==> src/rtl/dbg_cmp_pkg.sv <==
package dbg_cmp_pkg;

   typedef enum logic {
      SIDE_LOW  = 1'b0,
      SIDE_HIGH = 1'b1
   } side_e;

   localparam int unsigned NUM_CH = 2;
   localparam int unsigned CH_A   = 0;
   localparam int unsigned CH_B   = 1;

endpackage

==> src/rtl/dbg_addr_align.sv <==
module dbg_addr_align #(
   parameter int unsigned ADDR_W = 18
) (
   input  logic [ADDR_W-1:0] addr_i,
   input  logic              word_i,
   output logic [ADDR_W-1:0] eff_o
);

   localparam logic [ADDR_W-1:0] ALIGN_MASK = {{(ADDR_W-1){1'b1}}, 1'b0};

   if (ADDR_W < 2) begin : g_bad_width
      $error("dbg_addr_align: ADDR_W must be at least 2");
   end

   always_comb begin
      if (word_i) eff_o = addr_i & ALIGN_MASK;
      else        eff_o = addr_i;
   end

   always_comb begin
      if (word_i) begin
         a_r5_even_word: assert (eff_o[0] == 1'b0);
      end
   end

endmodule

==> src/rtl/dbg_limit_cmp.sv <==
module dbg_limit_cmp #(
   parameter int unsigned          ADDR_W = 18,
   parameter dbg_cmp_pkg::side_e   SIDE   = dbg_cmp_pkg::SIDE_LOW
) (
   input  logic [ADDR_W-1:0] eff_i,
   input  logic [ADDR_W-1:0] lim_i,
   output logic              beyond_o,
   output logic              within_o
);

   if (SIDE == dbg_cmp_pkg::SIDE_LOW) begin : g_low
      always_comb begin
         beyond_o = eff_i < lim_i;
         within_o = !beyond_o;
      end
   end else begin : g_high
      always_comb begin
         beyond_o = eff_i > lim_i;
         within_o = !beyond_o;
      end
   end

endmodule

==> src/rtl/dbg_pulse_pipe.sv <==
module dbg_pulse_pipe #(
   parameter int unsigned LAT = 2
) (
   input  logic clk,
   input  logic rst_n,
   input  logic din,
   output logic dout
);

   if (LAT < 1 || LAT > 8) begin : g_bad_lat
      $error("dbg_pulse_pipe: LAT must lie in 1..8");
   end

   logic [LAT-1:0] stage_q;

   for (genvar s = 0; s < LAT; s++) begin : g_stage
      if (s == 0) begin : g_first
         always_ff @(posedge clk) begin
            if (!rst_n) stage_q[s] <= 1'b0;
            else        stage_q[s] <= din;
         end
      end else begin : g_next
         always_ff @(posedge clk) begin
            if (!rst_n) stage_q[s] <= 1'b0;
            else        stage_q[s] <= stage_q[s-1];
         end
      end
   end

   assign dout = stage_q[LAT-1];

endmodule

==> src/rtl/dbg_chan_out.sv <==
module dbg_chan_out #(
   parameter int unsigned FM_LAT = 2
) (
   input  logic clk,
   input  logic rst_n,
   input  logic hit_i,
   input  logic tag_sel_i,
   input  logic fetch_rd_i,
   output logic fm_pulse_o,
   output logic tag_o
);

   logic fm_req;
   logic tag_req;

   always_comb begin
      fm_req  = hit_i && !tag_sel_i;
      tag_req = hit_i && tag_sel_i && fetch_rd_i;
   end

   dbg_pulse_pipe #(
      .LAT (FM_LAT)
   ) i_fm_pipe (
      .clk  (clk),
      .rst_n(rst_n),
      .din  (fm_req),
      .dout (fm_pulse_o)
   );

   always_ff @(posedge clk) begin
      if (!rst_n) tag_o <= 1'b0;
      else        tag_o <= tag_req;
   end

   if (FM_LAT == 2) begin : g_lat_chk
      a_r7_fm_after_two: assert property (@(posedge clk) disable iff (!rst_n)
         fm_req |-> ##2 fm_pulse_o);
      a_r7_fm_has_cause: assert property (@(posedge clk) disable iff (!rst_n)
         $past(rst_n, 2) && fm_pulse_o |-> $past(fm_req, 2));
   end

   a_r8_tag_from_fetch: assert property (@(posedge clk) disable iff (!rst_n)
      $past(rst_n) && tag_o |-> $past(fetch_rd_i) && $past(tag_sel_i));

   a_r9_no_tag_without_fetch: assert property (@(posedge clk) disable iff (!rst_n)
      !fetch_rd_i |=> !tag_o);

endmodule

==> src/rtl/dbg_range_cmp.sv <==
module dbg_range_cmp #(
   parameter int unsigned ADDR_W = 18,
   parameter int unsigned FM_LAT = 2
) (
   input  logic              clk,
   input  logic              rst_n,
   input  logic              bus_valid,
   input  logic [ADDR_W-1:0] bus_addr,
   input  logic              bus_word,
   input  logic              bus_rd,
   input  logic              bus_fetch,
   input  logic              cfg_outside,
   input  logic              cfg_en_a,
   input  logic              cfg_en_b,
   input  logic              cfg_tag_a,
   input  logic              cfg_tag_b,
   input  logic [ADDR_W-1:0] lim_a,
   input  logic [ADDR_W-1:0] lim_b,
   output logic [1:0]        fm_pulse,
   output logic [1:0]        tag_attach
);

   import dbg_cmp_pkg::*;

   localparam logic [ADDR_W-1:0] ADDR_TOP = {ADDR_W{1'b1}};

   if (ADDR_W < 2 || ADDR_W > 32) begin : g_bad_addr_w
      $error("dbg_range_cmp: ADDR_W must lie in 2..32");
   end
   if (FM_LAT < 1) begin : g_bad_fm_lat
      $error("dbg_range_cmp: FM_LAT must be at least 1");
   end

   logic [ADDR_W-1:0] eff_addr;
   logic              below_a, above_b;
   logic              ge_a, le_b;
   logic              in_window;
   logic [NUM_CH-1:0] hit;
   logic [NUM_CH-1:0] tag_sel;
   logic              fetch_rd;

   dbg_addr_align #(
      .ADDR_W(ADDR_W)
   ) i_align (
      .addr_i(bus_addr),
      .word_i(bus_word),
      .eff_o (eff_addr)
   );

   dbg_limit_cmp #(
      .ADDR_W(ADDR_W),
      .SIDE  (SIDE_LOW)
   ) i_cmp_a (
      .eff_i   (eff_addr),
      .lim_i   (lim_a),
      .beyond_o(below_a),
      .within_o(ge_a)
   );

   dbg_limit_cmp #(
      .ADDR_W(ADDR_W),
      .SIDE  (SIDE_HIGH)
   ) i_cmp_b (
      .eff_i   (eff_addr),
      .lim_i   (lim_b),
      .beyond_o(above_b),
      .within_o(le_b)
   );

   always_comb begin
      in_window = ge_a && le_b;
      hit       = '0;
      if (bus_valid) begin
         if (cfg_outside) begin
            hit[CH_A] = cfg_en_a && below_a;
            hit[CH_B] = cfg_en_b && above_b;
         end else begin
            hit[CH_A] = cfg_en_a && cfg_en_b && in_window;
         end
      end
      tag_sel  = {cfg_tag_b, cfg_tag_a};
      fetch_rd = bus_fetch && bus_rd;
   end

   for (genvar c = 0; c < NUM_CH; c++) begin : g_chan
      dbg_chan_out #(
         .FM_LAT(FM_LAT)
      ) i_out (
         .clk       (clk),
         .rst_n     (rst_n),
         .hit_i     (hit[c]),
         .tag_sel_i (tag_sel[c]),
         .fetch_rd_i(fetch_rd),
         .fm_pulse_o(fm_pulse[c]),
         .tag_o     (tag_attach[c])
      );
   end

   a_r4_inside_b_quiet: assert property (@(posedge clk) disable iff (!rst_n)
      !cfg_outside |-> !hit[CH_B]);

   a_r6_top_limit_off: assert property (@(posedge clk) disable iff (!rst_n)
      cfg_outside && lim_b == ADDR_TOP |-> !hit[CH_B]);

   a_r6_bottom_limit_off: assert property (@(posedge clk) disable iff (!rst_n)
      cfg_outside && lim_a == '0 |-> !hit[CH_A]);

   a_r10_disabled_a: assert property (@(posedge clk) disable iff (!rst_n)
      !cfg_en_a |-> !hit[CH_A]);

   a_r10_disabled_b: assert property (@(posedge clk) disable iff (!rst_n)
      !cfg_en_b |-> hit == '0 || (cfg_outside && hit == 2'b01));

   a_r11_idle_no_tag: assert property (@(posedge clk) disable iff (!rst_n)
      !bus_valid |=> tag_attach == '0);

   a_r1_reset_quiet: assert property (@(posedge clk)
      !rst_n |=> fm_pulse == '0 && tag_attach == '0);

endmodule

==> config.mk <==
export PLATFORM = sky130hd
export DESIGN_NAME = dbg_range_cmp
export DESIGN_NICKNAME = d
export VERILOG_FILES = /design/src/rtl/dbg_cmp_pkg.sv /design/src/rtl/dbg_addr_align.sv /design/src/rtl/dbg_limit_cmp.sv /design/src/rtl/dbg_pulse_pipe.sv /design/src/rtl/dbg_chan_out.sv /design/src/rtl/dbg_range_cmp.sv
export SDC_FILE = /design/constraint.sdc
export NUM_CORES = 1
export LEC_CHECK = 0
export ABC_AREA = 1
export BUFFER_PORTS_ARGS = -buffer_cell sky130_fd_sc_hd__buf_2
export CAP_MARGIN = 20
export CORE_ASPECT_RATIO = 0.6
export CORE_MARGIN = 2
export CORE_UTILIZATION = 25
export DETAILED_ROUTE_END_ITERATION = 10
export PLACE_DENSITY_LB_ADDON = 0.1
export SLEW_MARGIN = 20
export SYNTH_ARGS = -nofsm -noshare
export SYNTH_HDL_FRONTEND = slang
export SYNTH_HIERARCHICAL = 1
export SYNTH_SLANG_ARGS = --single-unit
==> constraint.sdc <==
create_clock -name clk -period 2.24 [get_ports clk]
set_clock_uncertainty 0.2 [all_clocks]
set_input_delay 0.448 -clock clk [delete_from_list [all_inputs] [get_ports clk]]
set_output_delay 0.448 -clock clk [all_outputs]
set_load 0.01 [all_outputs]
---- Word level (Yosys, flattened, before mapping) ----
Index checks and enable logic that the tools add are counted.
cells by class
  add/subtract/negate cells ............... 0
  multipliers ............................. 0
  divide/modulo/power cells ............... 0
  $lt $le $gt $ge ......................... 2
  equal/unequal tests ..................... 0
  shifts and indexed selects .............. 0
  muxes and demuxes ....................... 4
  bitwise gates (word level) .............. 0
  reduce and logical (&&, ||, !) cells .... 16
operators by type and width
  cell                 count
  > comparator 18 bit  1
  < comparator 18 bit  1
  logical AND 1 bit    12
  zero test 1 bit      4
  2-to-1 mux 1 bit     3
  2-to-1 mux 2 bit     1
storage, ports and cells
  bits in registers ....................... 6
  bits in latches ......................... 0
  RAM bits ................................ 0
  memory bits (read-only) ................. 0
  input port bits ......................... 65
  output and inout port bits .............. 4
  word-level logic and storage cells ...... 28
  memories kept ........................... 0

---- Depth between registers and ports, before layout ----
Gate-level depths: netlist of run 1.
  word-level depth ........................ 9
  depth in mapped cells ................... 18
  mapped depth without buffers ............ 18

---- Modules after synthesis ----
The synthesis of run 1 kept the hierarchy.
modules (own cells, without submodules)
  module                    times used  cells an instance  area each (um2)  sequential area each (um2)
  dbg_limit_cmp at i_cmp_b  1           93                 564.3            0.0
  dbg_limit_cmp at i_cmp_a  1           92                 511.7            0.0
  dbg_addr_align            1           19                 137.6            0.0
  dbg_pulse_pipe            2           6                  55.1             40.0
  dbg_chan_out              2           6                  38.8             20.0
  dbg_range_cmp             1           13                 55.1             0.0

---- Worst setup path after synthesis of run 1 ----
Ideal clock, no wire load.
  path type ............................... input to register
  start point ............................. input port bus_addr[17]
  end point ............................... register g_chan[0].i_out.i_fm_pipe.stage_q[0]
  setup time .............................. 56 ps
  arrival ................................. 1800 ps
  data required time ...................... 1984 ps
  setup slack ............................. 184 ps
  cell stages on the path ................. 14
  buffers on the path ..................... 1
  path through ............................ buf_4 > ha_1 > a21o_1 > nor2_1 > nand2_1 > nor2_1 > nand2_1 > nand2_1 > nand3_1 > a21oi_2 > inv_1 > nor2_1 > nand2_1 > inv_1
between the ends
  cells in the longest elaborated chain, start to end .. 7
  elaborated cells on any way between the ends .. 10
  classes of those cells .................. order compare: 2; mux: 2; reduce/logical: 6
ends and longest elaborated chain
  what                              line                  RTL
  start, declared                   dbg_range_cmp.sv:8    input logic [ADDR_W-1:0] bus_addr,
  > comparator 18 bit               dbg_limit_cmp.sv:18   beyond_o = eff_i > lim_i;
  zero test 1 bit                   dbg_limit_cmp.sv:19   within_o = !beyond_o;
  named net le_b                    dbg_range_cmp.sv:36   logic ge_a, le_b;
  logical AND 1 bit                 dbg_range_cmp.sv:71   in_window = ge_a && le_b;
  logical AND 1 bit                 dbg_range_cmp.sv:78   hit[CH_A] = cfg_en_a && cfg_en_b && in_window;
  2-to-1 mux 1 bit                  dbg_range_cmp.sv:74   if (cfg_outside) begin
  2-to-1 mux 2 bit                  dbg_range_cmp.sv:73   if (bus_valid) begin
  named net hit[0]                  dbg_range_cmp.sv:38   logic [NUM_CH-1:0] hit;
  logical AND 1 bit                 dbg_chan_out.sv:17    fm_req = hit_i && !tag_sel_i;
  named net g_chan[0].i_out.fm_req  dbg_chan_out.sv:13    logic fm_req;
  end signal, assigned by index     dbg_pulse_pipe.sv:20  else stage_q[s] <= din;
  end, declared                     dbg_pulse_pipe.sv:14  logic [LAT-1:0] stage_q;
The timed path passes the listed nets, and every way through them passes these cells.
A chain may end at the register's enable or synchronous reset.

---- Worst setup path in the final report of run 1 ----
  start point ............................. input port bus_addr[17]
  end point ............................... register g_chan[0].i_out.i_fm_pipe.stage_q[0]
between the ends
  cells in the longest elaborated chain, start to end .. 7
  elaborated cells on any way between the ends .. 10
  classes of those cells .................. order compare: 2; mux: 2; reduce/logical: 6
ends and longest elaborated chain
  what                              line                 RTL
  < comparator 18 bit               dbg_limit_cmp.sv:13  beyond_o = eff_i < lim_i;
  zero test 1 bit                   dbg_limit_cmp.sv:14  within_o = !beyond_o;
  named net ge_a                    dbg_range_cmp.sv:36
  logical AND 1 bit                 dbg_range_cmp.sv:71
  logical AND 1 bit                 dbg_range_cmp.sv:78
  2-to-1 mux 1 bit                  dbg_range_cmp.sv:74
  2-to-1 mux 2 bit                  dbg_range_cmp.sv:73
  named net hit[0]                  dbg_range_cmp.sv:38
  logical AND 1 bit                 dbg_chan_out.sv:17
  named net g_chan[0].i_out.fm_req  dbg_chan_out.sv:13
The timed path passes the listed nets, and every way through them passes these cells.

==> impl_metrics.ini, run 1 <==
[grt]
grt_pass1_wl_um = 5050
grt_max_degree = 7
overflow = 0
gr-usage-all-layers_pct = 9.49
antenna_found_initial = 0
grt_pass1_vias = 1282

[finish]
drive_above_1_share_pct = 30.8
syn2layout_area_growth_pct = 25.2
nets = 397
finalNonFillerCells = 375
fillers = 663
antenna_cells = 0
finalInstanceArea_sq_mm = 0.00182

[drt]
drc = 0
avgViaCountPerCell = 3.61
ant_nets = 0
routed_wl_um = 2970
num_vias = 1352
drt_pass1_iterations = 3
routedWlPerCell_um = 7.92
drtIter0Drc = 16

[clock_tree]
cts_tree = yes
cts-root-buf = clkbuf_8
numCtsBuffers = 3
clk_pin_slew_worst_paths_ps = 30
cts_sinks = 6
hold_buffers = 0
insertion_delay_ps = 220
htree_levels = 1
cts_max_path_buffers = 2

[synth]
syn_avg_cell_area_sq_um = 6.04
yosysTopAreaCell = ha_1
yosys-top-cells-area = ha_1, nand2_1, inv_1
synthesis.nets = 341
synth_area_sq_mm = 0.00146
yosysWarnings = 6
synthCells = 241
ys_ff_latch = 6
yosysSeqAreaShare_pct = 8.25
yosysTopAreaCellShare_pct = 30.1
ys_types = 17

[die]
io_pins = 69
die_h_um = 63.1
core_area_sq_mm = 0.00560
die_w_um = 103
dieArea_sq_mm = 0.00647
start_util_pct = 26.0
rows = 21

[sta]
setup_violations = 0
rsz0062_at_grt = false
tightest_slew_ps = 180
finalCriticalPeriod_ps = 1980
relSlewSlack_pct = 88.0
fmax_mhz = 505
hold_viol = 0
slew_violations = 0
setup_slack_ps = 261
fin_crit_sh_pct = 88.3
timing.setup.tns_ps = 0

[setup_path]
crit_chain = buf_2, ha_1, nand2_2, nor2_2, nand2_2, nor2_2, nand2_1, nand3_1, nand3_1, a21oi_2, inv_1, nor2_1, nand2_1, inv_1
worstSetupPathType = in -> reg
critPathCaptureType = register
crit_arrival_ps = 1940
required_ps = 2200
cp_top_family = simple AND/OR/NAND/NOR gates
worst-path-buf-inv = 3
slowest_stage = ha_1
cpPeakStageDelay_ps = 320
worstSetupStartpointType = primary input
crit_path_max_fanout = 3

[place]
place_inst = 372
dp_hpwl_um = 2850
place_ws_ps = 10.9
routabilityCongestion = 0.721
portBuffers = 68
placed_cell_area_sq_mm = 0.00177

[worst_hold_path]
hold_path_class = reg -> reg

[power_and_ir_drop]
p_sw_uw = 173
pwr-share-comb_pct = 48.5
seq_power_share_pct = 21.2
power.static_leakage_nw = 1.22
internal_power_uw = 339
p_sw_share_pct = 33.8
p_total_uw = 513
vdd_drop_max_mv = 0.165
cellPowerDensity_mw_per_mm2 = 281
clkPwrFrac_pct = 30.3

[outcome]
status = finished clean

[flow_run]
drv_cap = 0
==> final cells by class <==
cell class / instances / area, sq um / share of cell area (%)
sequential: 6 / 120 / 6.59
timing repair buffer: 68 / 340 / 18.7
clock buffer: 3 / 41.3 / 2.26
multi-input combinational: 150 / 966 / 53.0
tap: 80 / 100 / 5.49
inverter: 68 / 255 / 14.0
==> placed cells by master (no fill, tap or decap) <==
cell type and n:
dfxtp_1 6, nor2_4 3, a21o_1 1, nand3_2 1
buf_2 68, a21oi_1 9, nand3_1 3, a21oi_2 3
inv_2 1, clkbuf_8 3, a21o_2 1, inv_1 67
ha_1 35, nor2_1 13, nand2_2 6, nand2_1 69
nor2_2 5, o21ai_0 1
==> Yosys cell counts (all sizes together) <==
cell type	number
nand2	75
inv	68
ha	35
nor2	21
buf	17
a21oi	12
dfxtp	6
nand3	4
a21o	2
o21ai	1
==> routing by layer <==
| layer | vias up | GRT usage [%] | routed length (um) |
|---|---|---|---|
| li1 | 802 | - | - |
| met1 | 508 | 15.5 | 1810 |
| met2 | 42 | 12.8 | 951 |
| met3 | 0 | 2.55 | 210 |
| met4 | 0 | 0 | 0 |
| met5 | - | 0 | 0 |
==> power by group through the flow <==
stage          Clock, mW  Combinational [mW]  Sequential, mW
6_report           0.155               0.248           0.109
5_1_grt            0.170               0.301           0.109
4_1_cts            0.160               0.250           0.109
3_5_place_dp           0               0.248           0.110
3_3_place_gp           0               0.250           0.110
2_1_floorplan          0               0.178           0.111
==> final timing paths <==
kind,depth (start not counted),slack [ps],start,to
max,14,260,bus_addr[17],g_chan[0].i_out/i_fm_pipe/stage_q[0]
min,2,200,g_chan[0].i_out/i_fm_pipe/stage_q[0],g_chan[0].i_out/i_fm_pipe/dout
max reg2reg,2,1570,g_chan[1].i_out/i_fm_pipe/stage_q[0],g_chan[1].i_out/i_fm_pipe/dout
min reg2reg,2,200,g_chan[0].i_out/i_fm_pipe/stage_q[0],g_chan[0].i_out/i_fm_pipe/dout
==> cells by family after synthesis <==
family                     after synthesis  share of synthesized area, %
and+or+nand+nor                        100                          29.6
buffers and inverters                   85                          26.3
AOI/OAI and AO/OA                       15                          5.84
adders and majority gates               35                          30.1
DFF                                      6                          8.25
==> flip-flops by register name (all words and copies together) (netlist names) <==
signal                          cells
g_chan.i_out/i_fm_pipe/dout         2
g_chan.i_out/i_fm_pipe/stage_q      2
g_chan.i_out/tag_o                  2
==> worst register-to-register path, cell delays in order, from the launching register on <==
cell     delay, ps
dfxtp_1        290
nand2_1         50
inv_1           30
==> through the flow <==
stage	utilization, %	hold WS [ps]
2_1_floorplan	-	190
3_3_place_gp	31.6	198
3_5_place_dp	31.6	196
4_1_cts	32.3	203
5_1_grt	32.6	218
6_report	32.6	203
==> repair_timing <==
action	in CTS	in global routing
endpoints found under the setup margin	0	1
gates resized for setup	0	4
setup buffers	0	0
hold endpoints to repair	0	0
No activity file was read; power rests on OpenSTA's default activity.
==> run 2: changes to the inputs <==
Settings changed: CORE_MARGIN 2 to 3, CORE_UTILIZATION 25 to 49, CTS_BUF_LIST from default to sky130_fd_sc_hd__clkbuf_8.
==> impl_metrics.ini, run 2 (same netlist as run 1, synthesis figures left out) <==
[setup_path]
reg2reg_from = g_chan[1].i_out/i_fm_pipe/stage_q[0]
cpPeakStageDelay_ps = 310
crit_arrival_ps = 1970
critPathCaptureType = register
cp_top_family = simple AND/OR/NAND/NOR gates
worst-path-buf-inv = 4
ff2ff_path_depth = 2
r2r_end = g_chan[1].i_out/i_fm_pipe/dout
crit_chain = buf_2, ha_1, a21oi_1, nand2_1, a21oi_1, nand2_1, nor2_1, inv_1, nand2_1, nand2_1, a21oi_2, inv_1, nor2_1, nand2_1, inv_1
crit_top_cell = nand2_1
crit_path_max_fanout = 2
reg2reg_slack_ps = 1560
worstSetupStartpointType = primary input
required_ps = 2210
worstSetupPathType = in -> reg
slowest_stage = ha_1

[clock_tree]
cts_sinks = 6
clk_pin_slew_worst_paths_ps = 40
htree_levels = 1
insertion_delay_ps = 220
cts-root-buf = clkbuf_8
cts_resized = 0
cts_setup_buffers = 0
cts_max_path_buffers = 2
cts_tree = yes
numCtsBuffers = 3
hold_buffers = 0

[drt]
routed_wl_um = 2880
drt_pass1_iterations = 4
num_vias = 1393
drtIter0Drc = 60
avgViaCountPerCell = 4.16
drc = 0
routedWlPerCell_um = 8.61
ant_nets = 0

[die]
io_pins = 69
rows = 14
start_util_pct = 54.7
die_h_um = 48.2
core_area_sq_mm = 0.00266
dieArea_sq_mm = 0.00368
die_w_um = 76.4

[finish]
finalNonFillerCells = 335
finalInstanceArea_sq_mm = 0.00176
fillers = 270
final_common_cell = nand2_1
syn2layout_area_growth_pct = 20.9
antenna_cells = 0
final_cell_mix = nand2_1, buf_2, inv_1
nets = 397
drive_above_1_share_pct = 29.5

[power_and_ir_drop]
power.static_leakage_nw = 1.22
p_total_uw = 512
clkPwrFrac_pct = 30.8
cellPowerDensity_mw_per_mm2 = 291
vdd_drop_max_mv = 0.620
seq_power_share_pct = 21.2
p_sw_share_pct = 34.0
internal_power_uw = 338
pwr-share-comb_pct = 48.0
p_sw_uw = 174

[grt]
grt_max_degree = 7
antenna_found_initial = 0
overflow = 0
grt_pass1_wl_um = 4950
grt_pass1_vias = 1193
gr-usage-all-layers_pct = 16.5

[sta]
fmax_mhz = 499
finalCriticalPeriod_ps = 2000
tightest_slew_ps = 156
timing.setup.tns_ps = 0
fin_crit_sh_pct = 89.4
setup_violations = 0
hold_viol = 0
rsz0062_at_grt = false
relSlewSlack_pct = 89.5
hold_slack_ps = 218
slew_violations = 0

[worst_hold_path]
min_delay_path_depth = 2
hold_path_class = reg -> reg
hp-start = g_chan[0].i_out/i_fm_pipe/stage_q[0]
holdPathEnd = g_chan[0].i_out/i_fm_pipe/dout

[place]
place_inst = 332
routabilityCongestion = 0.778
portBuffers = 68
placed_cell_area_sq_mm = 0.00172
dp_hpwl_um = 2670

[flow_run]
drv_cap = 0

[outcome]
status = finished clean
==> run 2: cell count changes in the layout (fill, tap and decap cells not counted) <==
cell / before / now
a21oi_1: 9 / 11
nand2_2: 6 / 5
nor2_1: 13 / 14
a21oi_2: 3 / 1
nor2_2: 5 / 4
nand2_1: 69 / 70
==> run 2: stage by stage <==
stage | utilization, % | worst slack, ps
detailed placement | 64.6 | 35.2
finish | 66.1 | 237
CTS | 66.1 | 261
floorplan | - | 184
global route | 66.1 | 68.0
global placement | 64.6 | 63.5
==> run 2: power by group through the flow <==
stage,logic (mW),clock network (mW),registers [mW]
final,0.246,0.158,0.109
after global routing,0.292,0.170,0.109
after CTS,0.248,0.163,0.109
after floorplan,0.178,0,0.111
after detailed placement,0.246,0,0.110
after global placement,0.242,0,0.110
==> run 2: worst reg2reg max path, delay by kind of cell, from the launching register on <==
family | cells | cell delay [ps]
flops | 1 | 290
simple gates | 1 | 60
buf+inv | 1 | 30
==> run 2: layout make-up <==
class,instances,area (sq um),area share [%]
multi-input combinational,150,953,54.2
sequential,6,120,6.82
inverter,68,255,14.5
tap,40,50.0,2.84
timing repair buffer,68,340,19.3
clock buffer,3,41.3,2.35
==> run 2: worst max-delay path by stage <==
stage | from | end | depth (start not counted)
after global routing | bus_addr[17] | g_chan[0].i_out/i_fm_pipe/stage_q[0] | 14
after floorplan | bus_addr[17] | g_chan[0].i_out/i_fm_pipe/stage_q[0] | 14
final | bus_addr[13] | g_chan[0].i_out/i_fm_pipe/stage_q[0] | 15
after global placement | bus_addr[13] | g_chan[0].i_out/i_fm_pipe/stage_q[0] | 15
after detailed placement | bus_addr[13] | g_chan[0].i_out/i_fm_pipe/stage_q[0] | 15
after CTS | bus_addr[13] | g_chan[0].i_out/i_fm_pipe/stage_q[0] | 15
==> run 2: layer usage <==
| metal | routed length [um] | global-route usage [%] |
|---|---|---|
| met4 | 0 | 1.08 |
| met2 | 1000 | 25.1 |
| met1 | 1620 | 24.5 |
| met3 | 263 | 4.24 |
| met5 | 0 | 0 |
==> run 3: changes to the inputs <==
Settings changed: CORE_UTILIZATION 49 to 47, CTS_BUF_LIST sky130_fd_sc_hd__clkbuf_8 to default.
==> impl_metrics.ini, run 3 (same netlist as run 1, synthesis figures left out) <==
[die]
rows = 14
io_pins = 69
die_h_um = 49.1
die_w_um = 77.9
start_util_pct = 53.6
core_area_sq_mm = 0.00272
dieArea_sq_mm = 0.00382

[finish]
multiInputGateArea_sq_um = 953
final_cell_mix = nand2_1, buf_2, inv_1
antenna_cells = 0
register_area_sq_um = 120
syn2layout_area_growth_pct = 20.9
fillers = 265
finalInstanceArea_sq_mm = 0.00176
fin_util_pct = 64.8
nets = 397
final_common_cell = nand2_1
drive_above_1_share_pct = 29.5

[sta]
timing.setup.tns_ps = 0
hold_viol = 0
finalCriticalPeriod_ps = 2010
hold_slack_ps = 215
slew_violations = 0
setup_slack_ps = 232
rsz0062_at_grt = false
fin_crit_sh_pct = 89.7
relSlewSlack_pct = 89.5
tightest_slew_ps = 156
fmax_mhz = 498
setup_violations = 0

[power_and_ir_drop]
seq_power_share_pct = 21.1
clkPwrFrac_pct = 31.2
p_sw_uw = 177
internal_power_uw = 339
p_sw_share_pct = 34.3
cellPowerDensity_mw_per_mm2 = 293
vdd_drop_max_mv = 0.518
pwr-share-comb_pct = 47.7
power.static_leakage_nw = 1.22

[clock_tree]
htree_levels = 1
cts_setup_buffers = 0
insertion_delay_ps = 220
numCtsBuffers = 3
hold_buffers = 0
cts_resized = 0
cts_tree = yes
clk_pin_slew_worst_paths_ps = 30
cts_sinks = 6
cts-root-buf = clkbuf_8
cts_max_path_buffers = 2

[grt]
grt_max_degree = 7
antenna_found_initial = 0
overflow = 0
grt_pass1_vias = 1262
grt_pass1_wl_um = 5200
gr-usage-all-layers_pct = 16.2

[drt]
routedWlPerCell_um = 8.49
ant_nets = 0
avgViaCountPerCell = 4.04
drtIter0Drc = 45
num_vias = 1354
drt_pass1_iterations = 4
drc = 0
routed_wl_um = 2840

[place]
placed_cell_area_sq_mm = 0.00172
routabilityCongestion = 0.758
portBuffers = 68
place_ws_ps = 10.8
dp_hpwl_um = 2620

[setup_path]
crit_top_cell = nand2_1
slowest_stage = ha_1
critPathCaptureType = register
cpPeakStageDelay_ps = 300
crit_path_max_fanout = 2
required_ps = 2210
worstSetupPathType = in -> reg
crit_arrival_ps = 1980
worstSetupStartpointType = primary input
crit_chain = buf_2, ha_1, a21oi_1, nand2_1, a21oi_1, nand2_1, nor2_1, inv_1, nand2_1, nand2_1, a21oi_2, inv_1, nor2_1, nand2_1, inv_1

[worst_hold_path]
hold_path_class = reg -> reg

[flow_run]
drv_cap = 0

[outcome]
status = finished clean
## run 3: cell counts in the layout (fill, tap and decap cells not counted)
No cell type changed its count.
## run 3: worst paths after layout
path / start / endpoint / slack, ps / cells past startpoint
worst min-delay path: g_chan[1].i_out/i_fm_pipe/stage_q[0] / g_chan[1].i_out/i_fm_pipe/dout / 220 / 2
worst max-delay path: bus_addr[13] / g_chan[0].i_out/i_fm_pipe/stage_q[0] / 230 / 15
worst min register to register: g_chan[1].i_out/i_fm_pipe/stage_q[0] / g_chan[1].i_out/i_fm_pipe/dout / 220 / 2
worst max register to register: g_chan[0].i_out/i_fm_pipe/stage_q[0] / g_chan[0].i_out/i_fm_pipe/dout / 1560 / 2
## run 3: cell type report
class | instances | area share [%]
Clock buffer | 3 | 2.35
Inverter | 68 | 14.5
Multi-Input combinational cell | 150 | 54.2
Sequential cell | 6 | 6.82
Tap cell | 40 | 2.84
Timing Repair Buffer | 68 | 19.3
## run 3: metrics by stage
stage | instances | power (mW)
2_1_floorplan | 241 | 0.288
3_3_place_gp | 332 | 0.353
3_5_place_dp | 332 | 0.357
4_1_cts | 335 | 0.523
5_1_grt | 335 | 0.581
6_report | 335 | 0.516
## run 3: worst max-delay path: cells and delay by family
| family | cells | cell delay (ps) |
|---|---|---|
| buffers and inverters | 4 | 240 |
| AOI/OAI and AO/OA | 3 | 470 |
| and+or+nand+nor | 7 | 520 |
| adders and majority gates | 1 | 300 |
## run 3: layer usage
metal | up-vias | global-route usage, % | share of wire, %
met3 | 3 | 4.24 | 9.7
met4 | 0 | 2.66 | 0.28
li1 | 803 | - | -
met5 | - | 0 | 0
met2 | 51 | 20.6 | 31
met1 | 497 | 26.3 | 59
## run 3: power by group through the flow
stage               Clock, mW  Combinational (mW)  Sequential, mW
finish                  0.161               0.246           0.109
floorplan                   0               0.178           0.111
global placement            0               0.243           0.110
global route            0.177               0.296           0.109
detailed placement          0               0.246           0.110
CTS                     0.166               0.248           0.109
